===== src/rtl/vstd_pkg.sv =====
package vstd_pkg;
  typedef enum logic [1:0] {
    CFG_AUTO     = 2'b00,
    CFG_PAL      = 2'b01,
    CFG_NTSC     = 2'b10,
    CFG_AUTO_ALT = 2'b11
  } cfg_e;

  typedef enum logic [1:0] {PH_IDLE, PH_REQ, PH_WAIT} phase_e;
  typedef enum logic [1:0] {RD_MODE, RD_STAT, RD_INIT} purp_e;

  localparam int ST_PAL_BIT  = 0;
  localparam int ST_NTSC_BIT = 1;
  localparam int ST_LOS_BIT  = 2;
  localparam int MR_PAL_BIT  = 6;
  localparam int MR_EN_BIT   = 3;

  function automatic logic [7:0] mode_word_f(input logic pal);
    logic [7:0] w;
    w = '0;
    w[MR_EN_BIT]  = 1'b1;
    w[MR_PAL_BIT] = pal;
    return w;
  endfunction
endpackage


===== src/rtl/vstd_timebase.sv =====
module vstd_timebase #(
  parameter int TIME_W = 32
) (
  input  logic              clk,
  input  logic              rst_n,
  input  logic              tick,
  output logic [TIME_W-1:0] now
);
  always_ff @(posedge clk) begin
    if (!rst_n) now <= '0;
    else if (tick) now <= now + 1'b1;
  end

  AST_TIME_STEP: assert property (@(posedge clk) disable iff (!rst_n)
    tick |=> now == TIME_W'($past(now) + 1'b1));
endmodule


===== src/rtl/vstd_status_eval.sv =====
module vstd_status_eval (
  input  logic [2:0] stat,
  input  logic       cur_pal,
  output logic       los,
  output logic       mismatch,
  output logic       init_pal
);
  import vstd_pkg::*;
  logic pal_in, ntsc_loose;

  always_comb begin
    los        = stat[ST_LOS_BIT];
    pal_in     = !los && stat[ST_PAL_BIT];
    ntsc_loose = !los && !stat[ST_PAL_BIT];
    mismatch   = cur_pal ? ntsc_loose : pal_in;
    init_pal   = !los && !stat[ST_NTSC_BIT] && stat[ST_PAL_BIT];
  end
endmodule


===== src/rtl/vstd_debounce.sv =====
module vstd_debounce #(
  parameter int TIME_W      = 32,
  parameter int DEBOUNCE_MS = 100
) (
  input  logic              clk,
  input  logic              rst_n,
  input  logic              sample,
  input  logic              los,
  input  logic              mismatch,
  input  logic              clear,
  input  logic [TIME_W-1:0] now,
  output logic              expire
);
  localparam logic [TIME_W-1:0] DB_LIM = TIME_W'(DEBOUNCE_MS);

  logic              armed;
  logic [TIME_W-1:0] stamp;
  logic [TIME_W-1:0] elapsed;

  assign elapsed = now - stamp;
  assign expire  = sample && armed && mismatch && !los && (elapsed > DB_LIM);

  always_ff @(posedge clk) begin
    if (!rst_n) begin
      armed <= 1'b0;
      stamp <= '0;
    end else if (clear) begin
      armed <= 1'b0;
    end else if (sample) begin
      if (los) armed <= 1'b0;
      else if (mismatch && !armed) begin
        armed <= 1'b1;
        stamp <= now;
      end
    end
  end

  AST_LOS_DROPS_ARM: assert property (@(posedge clk) disable iff (!rst_n)
    sample && los |=> !armed);
  AST_FIRST_MISMATCH_ARMS: assert property (@(posedge clk) disable iff (!rst_n)
    sample && !los && mismatch && !armed && !clear |=> armed && stamp == $past(now));
  AST_CLEAR_DROPS_ARM: assert property (@(posedge clk) disable iff (!rst_n)
    clear |=> !armed);
endmodule


===== src/rtl/vstd_monitor.sv =====
module vstd_monitor
  import vstd_pkg::*;
#(
  parameter int TIME_W      = 32,
  parameter int CHECK_MS    = 1000,
  parameter int DEBOUNCE_MS = 100
) (
  input  logic       clk,
  input  logic       rst_n,
  input  logic       ms_tick,
  input  logic [1:0] cfg_mode,
  output logic       rd_valid,
  input  logic       rd_ready,
  output logic       rd_sel,
  input  logic       rsp_valid,
  input  logic [7:0] rsp_data,
  output logic       reinit_pulse,
  output logic       mode_pal,
  output logic [7:0] mode_word
);
  localparam logic [TIME_W-1:0] CHK_LIM = TIME_W'(CHECK_MS);

  phase_e            phase;
  purp_e             purp;
  logic [TIME_W-1:0] now, poll_now, last_chk, since_chk;
  logic              accept, auto_cfg, chk_due, stat_sample;
  logic              los, mismatch, init_pal, expire;
  logic              need_init, go_stat, go_init, fire, fire_pal;

  vstd_timebase #(.TIME_W(TIME_W)) u_time (
    .clk(clk), .rst_n(rst_n), .tick(ms_tick), .now(now));

  vstd_status_eval u_eval (
    .stat(rsp_data[2:0]), .cur_pal(mode_pal),
    .los(los), .mismatch(mismatch), .init_pal(init_pal));

  vstd_debounce #(.TIME_W(TIME_W), .DEBOUNCE_MS(DEBOUNCE_MS)) u_db (
    .clk(clk), .rst_n(rst_n), .sample(stat_sample), .los(los),
    .mismatch(mismatch), .clear(fire), .now(poll_now), .expire(expire));

  assign rd_valid    = (phase == PH_REQ);
  assign rd_sel      = (purp != RD_MODE);
  assign mode_word   = mode_word_f(mode_pal);
  assign accept      = rsp_valid && (phase == PH_WAIT);
  assign auto_cfg    = (cfg_mode == CFG_AUTO) || (cfg_mode == CFG_AUTO_ALT);
  assign since_chk   = poll_now - last_chk;
  assign chk_due     = since_chk > CHK_LIM;
  assign stat_sample = accept && (purp == RD_STAT);

  always_comb begin
    need_init = 1'b0;
    go_stat   = 1'b0;
    go_init   = 1'b0;
    fire      = 1'b0;
    fire_pal  = mode_pal;
    if (accept) begin
      unique case (purp)
        RD_MODE: begin
          if (rsp_data != mode_word) need_init = 1'b1;
          else if (auto_cfg && chk_due) go_stat = 1'b1;
        end
        RD_STAT: need_init = expire;
        default: begin
          fire     = 1'b1;
          fire_pal = init_pal;
        end
      endcase
    end
    if (need_init) begin
      if (cfg_mode == CFG_PAL) begin
        fire     = 1'b1;
        fire_pal = 1'b1;
      end else if (cfg_mode == CFG_NTSC) begin
        fire     = 1'b1;
        fire_pal = 1'b0;
      end else begin
        go_init = 1'b1;
      end
    end
  end

  always_ff @(posedge clk) begin
    if (!rst_n) begin
      phase        <= PH_IDLE;
      purp         <= RD_MODE;
      poll_now     <= '0;
      last_chk     <= '0;
      mode_pal     <= 1'b0;
      reinit_pulse <= 1'b0;
    end else begin
      reinit_pulse <= fire;
      if (fire) mode_pal <= fire_pal;
      unique case (phase)
        PH_IDLE: if (ms_tick) begin
          poll_now <= now;
          purp     <= RD_MODE;
          phase    <= PH_REQ;
        end
        PH_REQ: if (rd_ready) phase <= PH_WAIT;
        default: if (rsp_valid) begin
          if (go_stat) begin
            last_chk <= poll_now;
            purp     <= RD_STAT;
            phase    <= PH_REQ;
          end else if (go_init) begin
            purp  <= RD_INIT;
            phase <= PH_REQ;
          end else begin
            phase <= PH_IDLE;
          end
        end
      endcase
    end
  end

  AST_PULSE_SINGLE: assert property (@(posedge clk) disable iff (!rst_n)
    reinit_pulse |=> !reinit_pulse);
  AST_MODE_ONLY_ON_PULSE: assert property (@(posedge clk) disable iff (!rst_n)
    mode_pal != $past(mode_pal) |-> reinit_pulse);
  AST_REQ_HOLD: assert property (@(posedge clk) disable iff (!rst_n)
    rd_valid && !rd_ready |=> rd_valid && $stable(rd_sel));
  AST_STALL_FIRST: assert property (@(posedge clk) disable iff (!rst_n)
    accept && purp == RD_MODE && rsp_data != mode_word |=> reinit_pulse || (rd_valid && purp == RD_INIT));
endmodule


===== config.mk =====
export PLATFORM = sky130hd
export DESIGN_NAME = vstd_monitor
export DESIGN_NICKNAME = d
export VERILOG_FILES = /design/src/rtl/vstd_pkg.sv /design/src/rtl/vstd_timebase.sv /design/src/rtl/vstd_status_eval.sv /design/src/rtl/vstd_debounce.sv /design/src/rtl/vstd_monitor.sv
export SDC_FILE = /design/constraint.sdc
export NUM_CORES = 1
export LEC_CHECK = 0
export ABC_AREA = 1
export BUFFER_PORTS_ARGS = -buffer_cell sky130_fd_sc_hd__buf_2
export CAP_MARGIN = 10
export CELL_PAD_IN_SITES_DETAIL_PLACEMENT = 1
export CELL_PAD_IN_SITES_GLOBAL_PLACEMENT = 2
export CORE_MARGIN = 4
export CORE_UTILIZATION = 35
export CTS_CLUSTER_DIAMETER = 200
export DETAILED_ROUTE_END_ITERATION = 16
export GPL_ROUTABILITY_DRIVEN = 0
export HOLD_SLACK_MARGIN = 0.02
export PLACE_DENSITY_LB_ADDON = 0.1
export SLEW_MARGIN = 20
export SYNTH_ARGS = -nofsm -noshare
export SYNTH_HDL_FRONTEND = slang
export SYNTH_SLANG_ARGS = --single-unit

===== constraint.sdc =====
create_clock -name clk -period 3.4 [get_ports clk]
set_input_delay 0.68 -clock clk [delete_from_list [all_inputs] [get_ports clk]]
set_output_delay 0.68 -clock clk [all_outputs]
set_load 0.03 [all_outputs]

== Yosys cells after proc, flatten, opt, wreduce, memory -nomap -nowiden ==
Index checks and enable logic that the tools add are counted.
Widths: inputs -> output; s select.
Cells by class
  multiplexer cells: 34
  reductions and logical operators: 34
  equal/unequal tests: 9
  $add $sub $neg: 3
  order comparisons: 2
  bitwise gates (word level): 5
Operator list (count)
  $sub 32x32->32: 2
  $add 32x1->32 const B: 1
  $gt 32x10->1 const B: 1
  $gt 32x7->1 const B: 1
  $mux 1: 24
  $mux 2: 7
  $logic_and 1x1->1: 12
  $ne 8x7->1: 1
  $pmux 2 s2: 2
  $reduce_and 4->1: 2
  $eq 2x1->1 const B: 3
  $eq 2x2->1 const B: 3
  $logic_not 2->1: 3
  $reduce_and 3->1: 2
  $reduce_bool 2->1: 3
  $reduce_bool 3->1: 2
  $reduce_or 2->1: 3
  $not 1->1: 5
  $logic_not 1->1: 4
  $reduce_and 2->1: 2
  $ne 2x1->1 const B: 1
  $ne 2x2->1 const B: 1
  $pmux 1 s2: 1
  $logic_or 1x1->1: 1
Storage, ports and cells
  output and inout bits: 12
  logic and storage cells: 96
  flip-flop bits (word level): 135
  input port bits: 15

== Longest topological paths before layout ==
  depth in word-level cells: 14
  mapped depth: 24
  depth with buffers taken out: 24

== Cells and area by module ==
From an unflattened synthesis, not the netlist that was laid out.
Second synthesis, totals
  cell total of the unflattened synthesis: 1787
  area total of the unflattened synthesis: 10647.7 um^2
By module, submodules not included
  vstd_monitor: seq. area each 1401.3 um^2, cells each 865, area an instance 5142.4 um^2, instances 1
  vstd_debounce: seq. area each 660.6 um^2, cells each 645, area an instance 3669.8 um^2, instances 1
  vstd_timebase: seq. area each 640.6 um^2, cells each 269, area an instance 1800.5 um^2, instances 1
  vstd_status_eval: seq. area each 0.0 um^2, cells each 8, area an instance 35.0 um^2, instances 1

== Least setup slack after synthesis ==
No wires, ideal clock.
  path type: reg-to-reg
  start point: register poll_now[0]
  end point: register last_chk[28]
  setup slack: 784 ps
  library setup time: 122 ps
  clock period less this slack: 2616 ps
  arrival: 2494 ps
  cell stages (with the launch flop): 23
  buffers on the path: 1
  data required time: 3278 ps
  path through: dfxtp_1 inv_1 ha_1 fa_1 inv_1 nand3_1 nand2_2 nand3_2 nand2_2 nand2_1 nand2_2 nand2_1 nand2_1 nand2_1 nand2_1 nand2_1 nor2_1 nand3_1 nor2_2 nor2_4 inv_6 buf_2 a21oi_1
Between the ends
  cells in the longest elaborated chain, start to end: 8
RTL lines
  start, declared: line vstd_monitor.sv:25  | logic [TIME_W-1:0] now, poll_now, last_chk, since_chk;
  start signal, assigned: line vstd_monitor.sv:95  | poll_now <= now;
  $sub 32x32->32: line vstd_monitor.sv:46  | assign since_chk = poll_now - last_chk;
  $gt 32x10->1: line vstd_monitor.sv:47  | assign chk_due = since_chk > CHK_LIM;
  $logic_and 1x1->1: line vstd_monitor.sv:60  | else if (auto_cfg && chk_due) go_stat = 1'b1;
  $mux 1: line vstd_monitor.sv:60
  $mux 1: line vstd_monitor.sv:59  | if (rsp_data != mode_word) need_init = 1'b1;
  $mux 1: line vstd_monitor.sv:57  | unique case (purp)
  $mux 1: line vstd_monitor.sv:56  | if (accept) begin
  $reduce_and 3->1 (no line)
  end signal, assigned: line vstd_monitor.sv:102  | last_chk <= poll_now;
  end, declared: line vstd_monitor.sv:25
No other way between the ends.
A chain may end at the register's enable or synchronous reset.

== Final worst setup path ==
  start point: register poll_now[0]
  end point: register purp[0]
Between the ends
  cells in the longest elaborated chain, start to end: 10
  elaborated cells between the ends (all ways): 18
  those cells by class: add/sub: 2; order compare: 2; mux: 10; reduce/logical: 4
RTL lines
  $sub 32x32->32: line vstd_monitor.sv:46
  $gt 32x10->1: line vstd_monitor.sv:47
  $logic_and 1x1->1: line vstd_monitor.sv:60
  $mux 1: line vstd_monitor.sv:60
  $mux 1: line vstd_monitor.sv:59
  $mux 1: line vstd_monitor.sv:57
  $mux 1: line vstd_monitor.sv:56
  $mux 2: line vstd_monitor.sv:101  | if (go_stat) begin
  $mux 2: line vstd_monitor.sv:100  | default: if (rsp_valid) begin
  $pmux 2 s2: line vstd_monitor.sv:93  | unique case (phase)
  end signal, assigned: line vstd_monitor.sv:96  | purp <= RD_MODE;
  end signal, assigned: line vstd_monitor.sv:103  | purp <= RD_STAT;
  end signal, assigned: line vstd_monitor.sv:106  | purp <= RD_INIT;
  end, declared: line vstd_monitor.sv:24  | purp_e purp;
Several ways; a longest one is shown, not always the timed one. The select of a mux whose other input is x is not followed.

==> results.ini <==
[outcome]
status = completed

[floorplan]
rows = 62
die_y_um = 178.6
chipWidth_um = 178.6
die-area_mm2 = 0.03190
initial_utilization = 0.3550
coreArea_mm2 = 0.02870
ios = 27

[clock_tree]
holdBufCountCts = 0
cts-root-buf = clkbuf_16
cts_buffers = 17
cts_tree = built
cts_sinks = 135
clkLatencyLatePin_ns = 0.44
clkTransAtPathRegs_ns = 0.08
clockBufferDepth = 2
cts_htree_levels = 4

[sta]
worstMarginPinSlew_ns = 0.6416
relSlewSlack = 0.5723
worst_slack_ns = 0.2089
rsz0062_at_grt = true
finalCritPeriodShare = 0.9386
tns_ns = 0
drv_slew = 0
fin_hold_ws_ns = 0.4592
setup_viol = 0
fmax_ghz = 0.3134
finalHoldViolCount = 0
period_needed_ns = 3.191
worst_clock_skew_ns = 0.02106

[detailed_routing]
first_iter_violations = 515
antenna_left = 0
routed_wl_mm = 35.34
vias = 10610
dr.pass1.iters = 5
drc = 0
wl_per_cell_um = 16.71
viasPerCell = 5.018

[logic_synthesis]
async_reset_ff_frac = 0
synth_commonest_cells = 425 x nand2_1, 293 x inv_1, 176 x a21oi_1
syn_area_mm2 = 0.01019
yosys_register_bits = 135
synth.most_common_cell = nand2_1
synth_area_leaders = dfxtp_1 27%, nand2_1 16%, inv_1 11%
ys_seq_area_frac = 0.2653
ys.flop_type = dfxtp_1
syn_inst = 1692
yosys_warnings = 0
yosysTopAreaCellShare = 0.2653
synth_area_per_cell_um2 = 6.022
yosysTopAreaCell = dfxtp_1
synth_edf_count = 0
synth.distinct_cells = 47

[setup_path]
required_ns = 3.74
startpoint_type = register
worstSetupEndpointType = register
critPathArrivalTime_ns = 3.53
cp_max_fo = 5
critPathKind = register to register

[worst_hold_path]
hold_class = register to register

[power_and_ir_drop]
leakage_uw = 0.005578
finalPower_uw = 5518
powerDensity_mw_per_mm2 = 482.1
peakVddDrop_mv = 0.3543

[grt]
grt_use_total = 0.2226
grt_start_max_net_pins = 113
grt_overflow = 0
grt_pass1_vias = 10480
grt_pass1_wl_mm = 56.14
grt_antenna_before_repair = 0

[final_layout]
diodes = 0
areaGrowthSynthToFinish_pct = 12.34
final_layout_size_suffix_gt1_frac = 0.07510
num-nets-final = 1800
fin_area_mm2 = 0.01145
nFillCells = 3895

[placed_design]
dp_slack_ns = 0.01027
dpl_cell_area_mm2 = 0.01078
numPortBuffers = 19
dp_hpwl_mm = 28.74

[flow_run]
drv_cap = 0

==> critical path, stage by stage (launching register included) <==
cell,delay (ns)
dfxtp_2,0.34
inv_1,0.09
ha_1,0.23
fa_1,0.41
inv_2,0.12
nand2_1,0.08
nand2_1,0.11
nand2_1,0.12
nand2_2,0.14
nand3_1,0.11
nand2_1,0.09
nand2_1,0.05
nand2_1,0.12
nand3_1,0.11
nor2_1,0.14
nand3_2,0.22
nand2_1,0.11
nand2_1,0.12
nand3_1,0.16
nand4_1,0.10
nand2_1,0.08
nor2_1,0.04
==> cell type report <==
| class | instances | area [um^2] | share of cell area |
|---|---|---|---|
| clock buffers | 18 | 429.2 | 0.03749 |
| clock inverters | 14 | 131.4 | 0.01148 |
| inverters | 296 | 1116 | 0.09751 |
| multi-input cells | 1226 | 6255 | 0.5465 |
| flip-flops and latches | 135 | 2709 | 0.2367 |
| well taps | 384 | 480.5 | 0.04198 |
| repair buffers | 42 | 325.3 | 0.02842 |
==> path summary, 6_finish.rpt <==
kind	from	endpoint	slack, ns	cells past startpoint
max	poll_now[0]	purp[0]	0.21	21
min	u_db.stamp[7]	u_db.stamp[7]	0.46	2
max reg2reg	poll_now[0]	purp[0]	0.21	21
min reg2reg	u_db.stamp[7]	u_db.stamp[7]	0.46	2
==> cell families after synthesis <==
logic type,synth area share
AO/OA/AOI/OAI,0.1711
other,0.0007371
flip-flops,0.2653
buffers and inverters,0.1297
adder cells (fa/ha/maj),0.08375
XOR/XNOR,0.01118
AND/OR/NAND/NOR,0.3383
==> per-stage QoR <==
step	instances	util
after global placement	2080	0.3756
after CTS	2112	0.3953
after detailed placement	2080	0.3756
after global routing	2115	0.3988
after floorplan	1697	-
final	2115	0.3988
==> repair_timing <==
item	in CTS	in global routing
endpoints found under the setup margin	7	38
pin swaps	0	1
cloned	0	1
setup buffers	0	2
gates resized for setup	1	24
==> registers in the layout (all words and copies together) (netlist names) <==
signal	cells
poll_now	32
u_db.armed	1
purp	2
u_time.now	32
phase	2
reinit_pulse	1
last_chk	32
u_db.stamp	32
mode_pal	1
==> cells in the final DEF (no fill, tap or decap), types with 3 or more instances in the layout <==
master | netlist | layout
nand2_1 | 425 | 422
inv_1 | 293 | 291
a21oi_1 | 176 | 174
nor2_1 | 164 | 162
dfxtp_1 | 135 | 130
o21ai_0 | 119 | 117
nand3_1 | 93 | 88
ha_1 | 65 | 64
nor3_1 | 30 | 30
o21ai_1 | 28 | 29
nand4_1 | 24 | 24
buf_4 | 8 | 20
clkbuf_16 | 0 | 18
buf_2 | 2 | 18
nand3b_1 | 15 | 15
nor4_1 | 14 | 14
nand3_2 | 6 | 11
nand2_2 | 6 | 9
nor2_2 | 8 | 8
xor2_1 | 7 | 7
conb_1 | 2 | 7
a21oi_2 | 5 | 6
xnor2_1 | 6 | 6
inv_8 | 0 | 5
inv_6 | 1 | 5
dfxtp_2 | 0 | 5
inv_2 | 2 | 4
nor3b_1 | 3 | 3
nor2_4 | 1 | 3
clkinvlp_4 | 0 | 3
buf_12 | 0 | 3
==> metal layers <==
layer,vias to the layer above,wire [um],GRT usage
met3,22,855,0.02649
met4,0,314,0.03838
met1,5008,17790,0.3117
met5,-,0,0
met2,96,16380,0.3732
li1,5488,-,-
==> power by group <==
part	internal [uW]	switching (uW)	total [uW]
clock	970	824	1790
combinational	649	1400	2050
sequential	1620	58.3	1680
Power figures use the tool's default switching activity.
